==> config.mk <==
export PLATFORM = sky130hd
export DESIGN_NAME = prio_irq_select
export DESIGN_NICKNAME = d
export VERILOG_FILES = /design/src/rtl/irq_sel_pkg.sv /design/src/rtl/irq_step_timer.sv /design/src/rtl/irq_prio_arbiter.sv /design/src/rtl/prio_irq_select.sv
export SDC_FILE = /design/constraint.sdc
export NUM_CORES = 1
export LEC_CHECK = 0
export BUFFER_PORTS_ARGS = -buffer_cell sky130_fd_sc_hd__clkbuf_2
export CORE_MARGIN = 3
export CORE_UTILIZATION = 38
export CTS_CLUSTER_DIAMETER = 40
export CTS_CLUSTER_SIZE = 28
export DETAILED_ROUTE_END_ITERATION = 8
export GPL_ROUTABILITY_DRIVEN = 1
export GPL_TIMING_DRIVEN = 0
export PLACE_DENSITY_LB_ADDON = 0.1
export SKIP_LAST_GASP = 1
export SLEW_MARGIN = 20
export SYNTH_ARGS = -nofsm -noshare
export SYNTH_HDL_FRONTEND = slang
export SYNTH_SLANG_ARGS = --single-unit
==> constraint.sdc <==
create_clock -name clk -period 7.75 [get_ports clk]
set_input_delay 0.775 -clock clk [delete_from_list [all_inputs] [get_ports clk]]
set_output_delay 0.775 -clock clk [all_outputs]
set_load 0.01 [all_outputs]
==> src/rtl/irq_sel_pkg.sv <==
package irq_sel_pkg;
  typedef enum logic [0:0] {
    SRC_TX  = 1'b0,
    SRC_TMR = 1'b1
  } irq_src_e;
endpackage

==> src/rtl/irq_step_timer.sv <==
module irq_step_timer #(
  parameter int CNT_W = 16
) (
  input  logic             clk,
  input  logic             rst,
  input  logic             step,
  input  logic [CNT_W-1:0] period,
  input  logic             clear,
  output logic             pending
);
  logic [CNT_W-1:0] cnt_q;
  logic [CNT_W-1:0] per_eff;
  logic [CNT_W-1:0] cnt_inc;

  // A zero period behaves as one; the count saturates at the period.
  always_comb begin
    per_eff = (period == '0) ? CNT_W'(1) : period;
    cnt_inc = (cnt_q >= per_eff) ? cnt_q : cnt_q + CNT_W'(1);
    pending = (cnt_inc >= per_eff);
  end

  always_ff @(posedge clk) begin
    if (rst) begin
      cnt_q <= '0;
    end else if (step) begin
      cnt_q <= clear ? '0 : cnt_inc;
    end
  end
endmodule

==> src/rtl/irq_prio_arbiter.sv <==
module irq_prio_arbiter
  import irq_sel_pkg::*;
#(
  parameter int PRIO_W = 3
) (
  input  logic              tx_req,
  input  logic [PRIO_W-1:0] tx_prio,
  input  logic              tmr_req,
  input  logic [PRIO_W-1:0] tmr_prio,
  input  logic [PRIO_W-1:0] mask,
  input  logic              blocked,
  output logic              grant,
  output irq_src_e          src
);
  logic              tx_wins;
  logic [PRIO_W-1:0] win_prio;

  always_comb begin
    // Serial source wins ties.
    tx_wins  = tx_req && (!tmr_req || (tx_prio >= tmr_prio));
    src      = tx_wins ? SRC_TX : SRC_TMR;
    win_prio = tx_wins ? tx_prio : tmr_prio;
    grant    = (tx_req || tmr_req) && !blocked && (win_prio > mask);
  end
endmodule

==> src/rtl/prio_irq_select.sv <==
module prio_irq_select
  import irq_sel_pkg::*;
#(
  parameter int               PRIO_W  = 3,
  parameter int               CNT_W   = 16,
  parameter int               ADDR_W  = 16,
  parameter logic [ADDR_W-1:0] VEC_TX  = 16'h0084,
  parameter logic [ADDR_W-1:0] VEC_TMR = 16'h0042
) (
  input  logic              clk,
  input  logic              rst,
  input  logic              step,
  input  logic              tx_req,
  input  logic [PRIO_W-1:0] tx_prio,
  input  logic [PRIO_W-1:0] tmr_prio,
  input  logic [PRIO_W-1:0] sr_mask,
  input  logic              in_service,
  input  logic [CNT_W-1:0]  period,
  output logic              take,
  output logic [ADDR_W-1:0] vector,
  output logic              timer_clr
);
  logic     tmr_pend;
  logic     grant;
  irq_src_e src;
  logic     accept_now;
  logic     clr_now;

  assign accept_now = step && grant;
  assign clr_now    = accept_now && (src == SRC_TMR);

  irq_step_timer #(.CNT_W(CNT_W)) u_timer (
    .clk     (clk),
    .rst     (rst),
    .step    (step),
    .period  (period),
    .clear   (clr_now),
    .pending (tmr_pend)
  );

  irq_prio_arbiter #(.PRIO_W(PRIO_W)) u_arb (
    .tx_req   (tx_req),
    .tx_prio  (tx_prio),
    .tmr_req  (tmr_pend),
    .tmr_prio (tmr_prio),
    .mask     (sr_mask),
    .blocked  (in_service),
    .grant    (grant),
    .src      (src)
  );

  always_ff @(posedge clk) begin
    if (rst) begin
      take      <= 1'b0;
      timer_clr <= 1'b0;
      vector    <= '0;
    end else begin
      take      <= accept_now;
      timer_clr <= clr_now;
      if (accept_now) begin
        vector <= (src == SRC_TMR) ? VEC_TMR : VEC_TX;
      end
    end
  end
endmodule

==> impl_metrics.toml, run 1 <==
[timing]
achievable-frequency_mhz = 146
final_max_slew_viols = 0
period_needed_ns = 6.85
setup_viol_count_final = 0
post-route-period-util = 0.884
slew_headroom = 0.445
fin_worst_skew_ns = 0.00659
grt_setup_unrepaired = "false"
final_report_hold_violation_count = 0
timing_worst_slew_pin_value_ns = 0.827
timing.setup.tns_ns = 0

[grt]
grt_pass1_vias = 1885
antenna_found_initial = 0
grt_pass1_wl_um = 8970
grt_start_max_net_pins = 13
gr_ovfl_total = 0
grtUsageTotal = 0.173

[placed_design]
finalWeightedCongestion = 0.808
dpl.hpwl_um = 4690
numPortBuffers = 35

[detailed_routing]
vias = 2075
first_iter_violations = 85
via_per_inst = 5.11
firstDrtPassIters = 4
finalWirelength_um = 5630
detail-route-antenna-nets = 0
drc = 0
route.detailed.wl_per_inst_um = 13.9

[clock_network]
cts.sinks = 20
cts_inserted_buffers = 3
post_cts_resize_count = 0
clk_root_buffer_cell = "sky130_fd_sc_hd__clkbuf_8"
postCtsHoldBufs = 0
cts_buffer_depth = 2
cts_tree = "built"
cts.repair_timing.setup_buffer_count = 0
clkTransAtPathRegs_ns = 0.08
clk-insertion-delay-late_ns = 0.26
ctsHtreeMaxLevel = 1

[flow_run]
max_cap_violations = 0

[hold_path]
timing.hold.worst.class = "reg -> reg"
min_path_cells = 2

[power]
p_per_area_mw_per_mm2 = 115
leakage_nw = 1.28
p_total_mw = 0.300
cell_internal_power_dissipation_mw = 0.212
maximum_vdd_drop_mv = 0.0940
combinationalPowerShare = 0.277
sw_power_mw = 0.0877
power.switching_fraction = 0.293
seqPwrFrac = 0.366
power.share.clock = 0.357

[floorplanning]
die-width_um = 82.6
design.die.area_mm2 = 0.00682
design.core.area_mm2 = 0.00557
placementRows = 27
initial_core_utilization = 0.400
die_h_um = 82.6
boundaryPins = 48

[cells_and_area]
final_nets = 404
fillCellCount = 586
insertedDiodeCount = 0
area_delta_synth_final_pct = 17.0
drive_gt1_frac = 0.189

[critical_path]
critPathKind = "in -> reg"
arrival_ns = 7.00
endpoint_kind = "flop"
crit_path_max_fanout = 10
critical_path_rt_ns = 7.90
worstSetupStartpointType = "input port"
reg2regPathDepth = 23

[logic_synthesis]
synth_area_mm2 = 0.00223
yosys_register_bits = 20
synth-async-reset-ratio = 0
ys.warnings.count = 0
synth_edf_count = 0
sequential_cell_area_fraction_in_the_yosys_report = 0.180
avgSynthCellArea_um2 = 7.84
synthCells = 284
ys_types = 46
synth_ff_type = "sky130_fd_sc_hd__dfxtp_1"

[status]
outcome = "completed"
==> cells in the mapped netlist (2+ instances only) <==
| library cell | instances | area, µm² |
|---|---|---|
| sky130_fd_sc_hd__nand2b_1 | 6 | 37.5 |
| sky130_fd_sc_hd__clkbuf_1 | 2 | 7.51 |
| sky130_fd_sc_hd__and3_1 | 3 | 18.8 |
| sky130_fd_sc_hd__nand2_1 | 21 | 78.8 |
| sky130_fd_sc_hd__inv_1 | 29 | 109 |
| sky130_fd_sc_hd__a31oi_1 | 17 | 106 |
| sky130_fd_sc_hd__o21ai_1 | 7 | 35.0 |
| sky130_fd_sc_hd__a211oi_1 | 3 | 22.5 |
| sky130_fd_sc_hd__xnor2_1 | 7 | 61.3 |
| sky130_fd_sc_hd__and4_1 | 2 | 17.5 |
| sky130_fd_sc_hd__a21oi_1 | 15 | 75.1 |
| sky130_fd_sc_hd__nand3_1 | 11 | 55.1 |
| sky130_fd_sc_hd__nor2_1 | 18 | 67.6 |
| sky130_fd_sc_hd__nor4_1 | 4 | 25.0 |
| sky130_fd_sc_hd__xor2_1 | 8 | 70.1 |
| sky130_fd_sc_hd__o22ai_1 | 2 | 12.5 |
| sky130_fd_sc_hd__a41oi_1 | 2 | 17.5 |
| sky130_fd_sc_hd__ha_1 | 39 | 488 |
| sky130_fd_sc_hd__dfxtp_1 | 20 | 400 |
| sky130_fd_sc_hd__buf_4 | 14 | 105 |
| sky130_fd_sc_hd__nor3_1 | 5 | 25.0 |
| sky130_fd_sc_hd__o21ai_0 | 10 | 50.1 |
| sky130_fd_sc_hd__buf_2 | 3 | 15.0 |
| sky130_fd_sc_hd__mux2i_1 | 3 | 30.0 |
| sky130_fd_sc_hd__buf_6 | 2 | 22.5 |
| sky130_fd_sc_hd__nand4_1 | 11 | 68.8 |
==> stage by stage <==
step	setup slack (ns)	cell area [µm²]	util	hold slack [ns]	std cells
2_1_floorplan	2.17	2270	-	0.477	295
3_3_place_gp	0.654	2530	0.455	0.462	402
3_5_place_dp	0.542	2530	0.455	0.467	402
4_1_cts	0.813	2610	0.467	0.480	406
5_1_grt	0.440	2610	0.467	0.510	406
6_report	0.898	2610	0.467	0.479	406
==> logic make-up after synthesis <==
group | share of synthesized area
buffers and inverters | 0.118
other | 0.00168
DFF | 0.180
adders and majority gates | 0.219
AOI/OAI and AO/OA | 0.224
muxes | 0.0135
xor gates and xnor gates | 0.0590
and+or+nand+nor | 0.185
==> final timing paths <==
| check | startpoint | endpoint | slack [ns] |
|---|---|---|---|
| worst max-delay path | period[10] | u_timer.cnt_q[0]$_SDFFE_PP0P_ | 0.90 |
| worst min-delay path | vector[6]$_SDFFE_PP0P_ | vector[6]$_SDFFE_PP0P_ | 0.48 |
| worst max register to register | u_timer.cnt_q[13]$_SDFFE_PP0P_ | u_timer.cnt_q[0]$_SDFFE_PP0P_ | 1.64 |
| worst min register to register | vector[6]$_SDFFE_PP0P_ | vector[6]$_SDFFE_PP0P_ | 0.48 |
==> worst max-delay path, stage by stage <==
cell	delay, ns
sky130_fd_sc_hd__clkbuf_2	0.11
sky130_fd_sc_hd__nor4_1	0.45
sky130_fd_sc_hd__a41o_1	0.29
sky130_fd_sc_hd__ha_1	0.23
sky130_fd_sc_hd__nand2b_1	0.14
sky130_fd_sc_hd__a21oi_1	0.19
sky130_fd_sc_hd__o2111a_1	0.23
sky130_fd_sc_hd__o21a_1	0.28
sky130_fd_sc_hd__buf_2	0.29
sky130_fd_sc_hd__nand3_1	0.17
sky130_fd_sc_hd__xnor2_1	0.17
sky130_fd_sc_hd__ha_1	0.30
sky130_fd_sc_hd__nand4_1	0.21
sky130_fd_sc_hd__nor2_1	0.08
sky130_fd_sc_hd__a311oi_2	0.39
sky130_fd_sc_hd__o2111ai_4	0.24
sky130_fd_sc_hd__a21boi_1	0.44
sky130_fd_sc_hd__o21ai_0	0.20
sky130_fd_sc_hd__ha_1	0.32
sky130_fd_sc_hd__nor2b_1	0.12
sky130_fd_sc_hd__o21ai_0	0.08
sky130_fd_sc_hd__a21oi_1	0.29
sky130_fd_sc_hd__and3_1	0.31
sky130_fd_sc_hd__nand3_1	0.21
sky130_fd_sc_hd__a31oi_1	0.34
sky130_fd_sc_hd__o21ai_0	0.13
==> state kept, by name, indices dropped and copies added (netlist names) <==
name	flops
u_timer.cnt_q	16
vector	2
take	1
timer_clr	1
==> layout by cell type, fill, tap and decap left out, types with 11 or more instances in the layout <==
master,instances
sky130_fd_sc_hd__a21oi_1,15
sky130_fd_sc_hd__a31oi_1,17
sky130_fd_sc_hd__buf_4,14
sky130_fd_sc_hd__clkbuf_2,35
sky130_fd_sc_hd__conb_1,12
sky130_fd_sc_hd__dfxtp_1,20
sky130_fd_sc_hd__ha_1,39
sky130_fd_sc_hd__inv_1,29
sky130_fd_sc_hd__nand2_1,21
sky130_fd_sc_hd__nand3_1,11
sky130_fd_sc_hd__nand4_1,11
sky130_fd_sc_hd__nor2_1,18
==> area by class of cell <==
type                    instances  area, µm²  area share
plain buffers                  22        154      0.0591
multi-input cells             224       1610       0.616
flip-flops and latches         20        400       0.154
repair buffers                 35        175      0.0672
inverters                      29        109      0.0418
clock buffers                   3       41.3      0.0159
clock inverters                 1       30.0      0.0115
well taps                      72       90.1      0.0346
==> power by group through the flow <==
stage / clock network (mW) / registers [mW] / logic [mW]
3_5_place_dp: 0 / 0.112 / 0.0831
6_report: 0.107 / 0.110 / 0.0831
3_3_place_gp: 0 / 0.112 / 0.0815
5_1_grt: 0.116 / 0.110 / 0.0947
4_1_cts: 0.109 / 0.110 / 0.0834
2_1_floorplan: 0 / 0.111 / 0.0591
==> metal layers <==
layer	routed length [µm]	global-route usage
met1	2830	0.242
met2	2530	0.284
met3	227	0.0271
met4	42	0.0294
met5	0	0
Power figures use the tool's default switching activity.
==> inputs of run 2 (changes only) <==
--- a/config.mk
+++ b/config.mk
@@ -7,7 +7,7 @@
 export LEC_CHECK = 0
 export BUFFER_PORTS_ARGS = -buffer_cell sky130_fd_sc_hd__clkbuf_2
 export CORE_MARGIN = 3
-export CORE_UTILIZATION = 38
+export CORE_UTILIZATION = 55
 export CTS_CLUSTER_DIAMETER = 40
 export CTS_CLUSTER_SIZE = 28
 export DETAILED_ROUTE_END_ITERATION = 8
@@ -18,4 +18,5 @@
 export SLEW_MARGIN = 20
 export SYNTH_ARGS = -nofsm -noshare
 export SYNTH_HDL_FRONTEND = slang
+export SYNTH_HIERARCHICAL = 1
 export SYNTH_SLANG_ARGS = --single-unit
==> run 2 against run 1 <==
Hold slack gained 0.029 ns. Sequential power about the same. Via count rose by 12%. Final cell count rose by 0.49%. Core utilization grew 18 points. Clock-buffer cell count is the same. Sequential share of layout area down 1.3 points. Clock power fell by 33%. Critical endpoint is now u_timer/cnt_q[10]$_SDFFE_PP0P_. Largest cell class unchanged.
==> impl_metrics.toml, run 2 <==
[placed_design]
dpl.hpwl_um = 4830
numPortBuffers = 35
dpl.cell_count = 406
finalWeightedCongestion = 0.858

[timing]
final_report_hold_violation_count = 0
timing_worst_slew_pin_value_ns = 0.538
slew_headroom = 0.632
setup_viol_count_final = 0
fin_worst_skew_ns = 0.00561
final_max_slew_viols = 0
period_needed_ns = 7.30
holdWs_ns = 0.508
post-route-period-util = 0.942
achievable-frequency_mhz = 137
timing.setup.tns_ns = 0
grt_setup_unrepaired = "false"

[critical_path]
endpoint_kind = "flop"
arrival_ns = 7.46
cpPeakStageDelay_ns = 0.43
critical_path.reg2reg.startpoint = "u_timer/cnt_q[0]$_SDFFE_PP0P_"
bufs_and_invs_on_worst_path = 4
critPathKind = "in -> reg"
r2r-end = "u_timer/cnt_q[10]$_SDFFE_PP0P_"
r2r_setup_slack_ns = 1.14
critical_path.startpoint = "period[9]"
reg2regPathDepth = 26
critical_path_rt_ns = 7.91
crit_path_top_delay_cell = "sky130_fd_sc_hd__a2111o_1"
worstSetupStartpointType = "input port"
crit_path_max_fanout = 10
critPathTopFamily = "compound AO/OA/AOI/OAI gates"

[floorplanning]
die_h_um = 73.7
initial_core_utilization = 0.575
boundaryPins = 48
die-width_um = 73.7
design.core.area_mm2 = 0.00438
design.die.area_mm2 = 0.00543
placementRows = 24

[detailed_routing]
route.detailed.wl_per_inst_um = 14.3
first_iter_violations = 94
firstDrtPassIters = 4
via_per_inst = 5.68
vias = 2317
detail-route-antenna-nets = 0
finalWirelength_um = 5840
drc = 0

[cells_and_area]
mostFrequentLayoutCells = "39 x sky130_fd_sc_hd__ha_1, 35 x sky130_fd_sc_hd__clkbuf_2, 28 x sky130_fd_sc_hd__inv_1"
insertedDiodeCount = 0
layout_commonest_cell = "sky130_fd_sc_hd__ha_1"
final_nets = 427
area_occupied_by_multi_input_gates_mm2 = 0.00190
fillCellCount = 407
largest_register = "u_timer/cnt_q"
final_util = 0.650
final_cells = 408
drive_gt1_frac = 0.225
area_delta_synth_final_pct = 12.9
seq_area_um2 = 400
largestRegisters = "u_timer/cnt_q (16), vector (2)"
largest_reg_flops = 16

[hold_path]
timing.hold.worst.class = "reg -> reg"
hold_path_end = "vector[6]$_SDFFE_PP0P_"
hp-start = "vector[6]$_SDFFE_PP0P_"
min_path_cells = 2

[grt]
grt_pass1_vias = 2114
antenna_found_initial = 0
grtUsageTotal = 0.223
gr_ovfl_total = 0
grt_start_max_net_pins = 14
grt_pass1_wl_um = 9540

[logic_synthesis]
synthCells = 308
synth-async-reset-ratio = 0
yosysMostFrequentCell = "sky130_fd_sc_hd__ha_1"
synth_ff_type = "sky130_fd_sc_hd__dfxtp_1"
yosys_register_bits = 20
sequential_cell_area_fraction_in_the_yosys_report = 0.159
synth_area_mm2 = 0.00252
synth_commonest_cells = "39 x sky130_fd_sc_hd__ha_1, 28 x sky130_fd_sc_hd__inv_1, 20 x sky130_fd_sc_hd__dfxtp_1, 20 x sky130_fd_sc_hd__nor2_1, 19 x sky130_fd_sc_hd__nand2_1"
synth_largest_type_area_fraction = 0.193
yosys.area.top_type = "sky130_fd_sc_hd__ha_1"
synth_edf_count = 0
ys_types = 65
avgSynthCellArea_um2 = 8.19
ys.warnings.count = 6
top_post_synthesis_cells_by_area = "sky130_fd_sc_hd__ha_1 19%, sky130_fd_sc_hd__dfxtp_1 16%, sky130_fd_sc_hd__buf_4 4.2%"

[flow_run]
max_cap_violations = 0

[power]
p_total_mw = 0.252
leakage_nw = 1.40
maximum_vdd_drop_mv = 0.0917
p_per_area_mw_per_mm2 = 88.6

[clock_network]
clk_root_buffer_cell = "sky130_fd_sc_hd__clkbuf_8"
cts_buffer_depth = 2
clkTransAtPathRegs_ns = 0.08
cts.repair_timing.setup_buffer_count = 0
cts.sinks = 20
postCtsHoldBufs = 0
cts_tree = "built"
clk-insertion-delay-late_ns = 0.26
ctsHtreeMaxLevel = 1
cts_inserted_buffers = 3

[status]
outcome = "completed"
run 2: timing repair:
| action | in CTS | in global routing |
|---|---|---|
| endpoints found under the hold margin | 0 | 0 |
| endpoints found under the setup margin | 0 | 13 |
| gates resized for setup | 0 | 1 |
run 2: final cells by class:
class | count | share of cell area
plain buffers | 23 | 0.0540
clock buffers | 3 | 0.0145
inverters | 29 | 0.0382
multi-input cells | 246 | 0.668
flip-flops and latches | 20 | 0.141
well taps | 52 | 0.0228
repair buffers | 35 | 0.0615
run 2: worst max path at each step:
| stage | to | slack, ns | cells past startpoint |
|---|---|---|---|
| after floorplan | u_timer/cnt_q[4]$_SDFFE_PP0P_ | 1.12 | 29 |
| after global placement | u_timer/cnt_q[7]$_SDFFE_PP0P_ | 0.01 | 29 |
| after detailed placement | u_timer/cnt_q[10]$_SDFFE_PP0P_ | -0.08 | 29 |
| after CTS | u_timer/cnt_q[10]$_SDFFE_PP0P_ | 0.19 | 29 |
| after global routing | u_timer/cnt_q[8]$_SDFFE_PP0P_ | 0.05 | 29 |
| final | u_timer/cnt_q[10]$_SDFFE_PP0P_ | 0.45 | 28 |
run 2: logic make-up (layout without fill, tap and decap cells):
group	count (synthesis)	in the layout	synth area share
AOI/OAI and AO/OA	55	55	0.158
xor gates and xnor gates	15	15	0.0521
adders and majority gates	39	39	0.193
buffers and inverters	53	90	0.106
DFF	20	20	0.159
muxes	8	8	0.0392
other	1	12	0.00149
and+or+nand+nor	117	117	0.291
run 2: worst reg2reg max path, stage by stage, from the launching register on:
cell and delay, ns:
sky130_fd_sc_hd__dfxtp_1 0.49, sky130_fd_sc_hd__inv_1 0.08, sky130_fd_sc_hd__ha_1 0.29, sky130_fd_sc_hd__nand2b_4 0.13
sky130_fd_sc_hd__a2111o_1 0.43, sky130_fd_sc_hd__nand3_2 0.14, sky130_fd_sc_hd__and3_1 0.16, sky130_fd_sc_hd__buf_2 0.16
sky130_fd_sc_hd__mux2_1 0.35, sky130_fd_sc_hd__ha_1 0.27, sky130_fd_sc_hd__a21o_1 0.13, sky130_fd_sc_hd__a211o_1 0.13
sky130_fd_sc_hd__o2111ai_1 0.11, sky130_fd_sc_hd__a211o_1 0.30, sky130_fd_sc_hd__a31oi_2 0.32, sky130_fd_sc_hd__nand3b_4 0.11
sky130_fd_sc_hd__o21ai_4 0.26, sky130_fd_sc_hd__mux2_4 0.33, sky130_fd_sc_hd__ha_1 0.29, sky130_fd_sc_hd__and3_1 0.18
sky130_fd_sc_hd__nor4_1 0.35, sky130_fd_sc_hd__nand3_1 0.19, sky130_fd_sc_hd__inv_1 0.28, sky130_fd_sc_hd__nand2b_1 0.18
sky130_fd_sc_hd__clkbuf_1 0.43, sky130_fd_sc_hd__nor4_1 0.09, sky130_fd_sc_hd__a311o_1 0.32
run 2: stage by stage:
stage / area [µm²] / setup slack (ns)
after detailed placement: 2800 / -0.0822
after global placement: 2800 / 0.0126
after global routing: 2850 / 0.0549
after floorplan: 2560 / 1.12
after CTS: 2850 / 0.191
final: 2850 / 0.446
run 2: layer usage:
metal | vias up | wire length (µm) | GRT usage
met5 | - | 0 | 0
met4 | 0 | 105 | 0.0845
met3 | 8 | 353 | 0.0301
met2 | 72 | 2670 | 0.347
met1 | 1034 | 2710 | 0.309
li1 | 1203 | - | -
run 2: where the power goes:
part           switching, mW  internal [mW]
combinational         0.0384         0.0342
clock                 0.0369         0.0347
sequential           0.00310          0.105
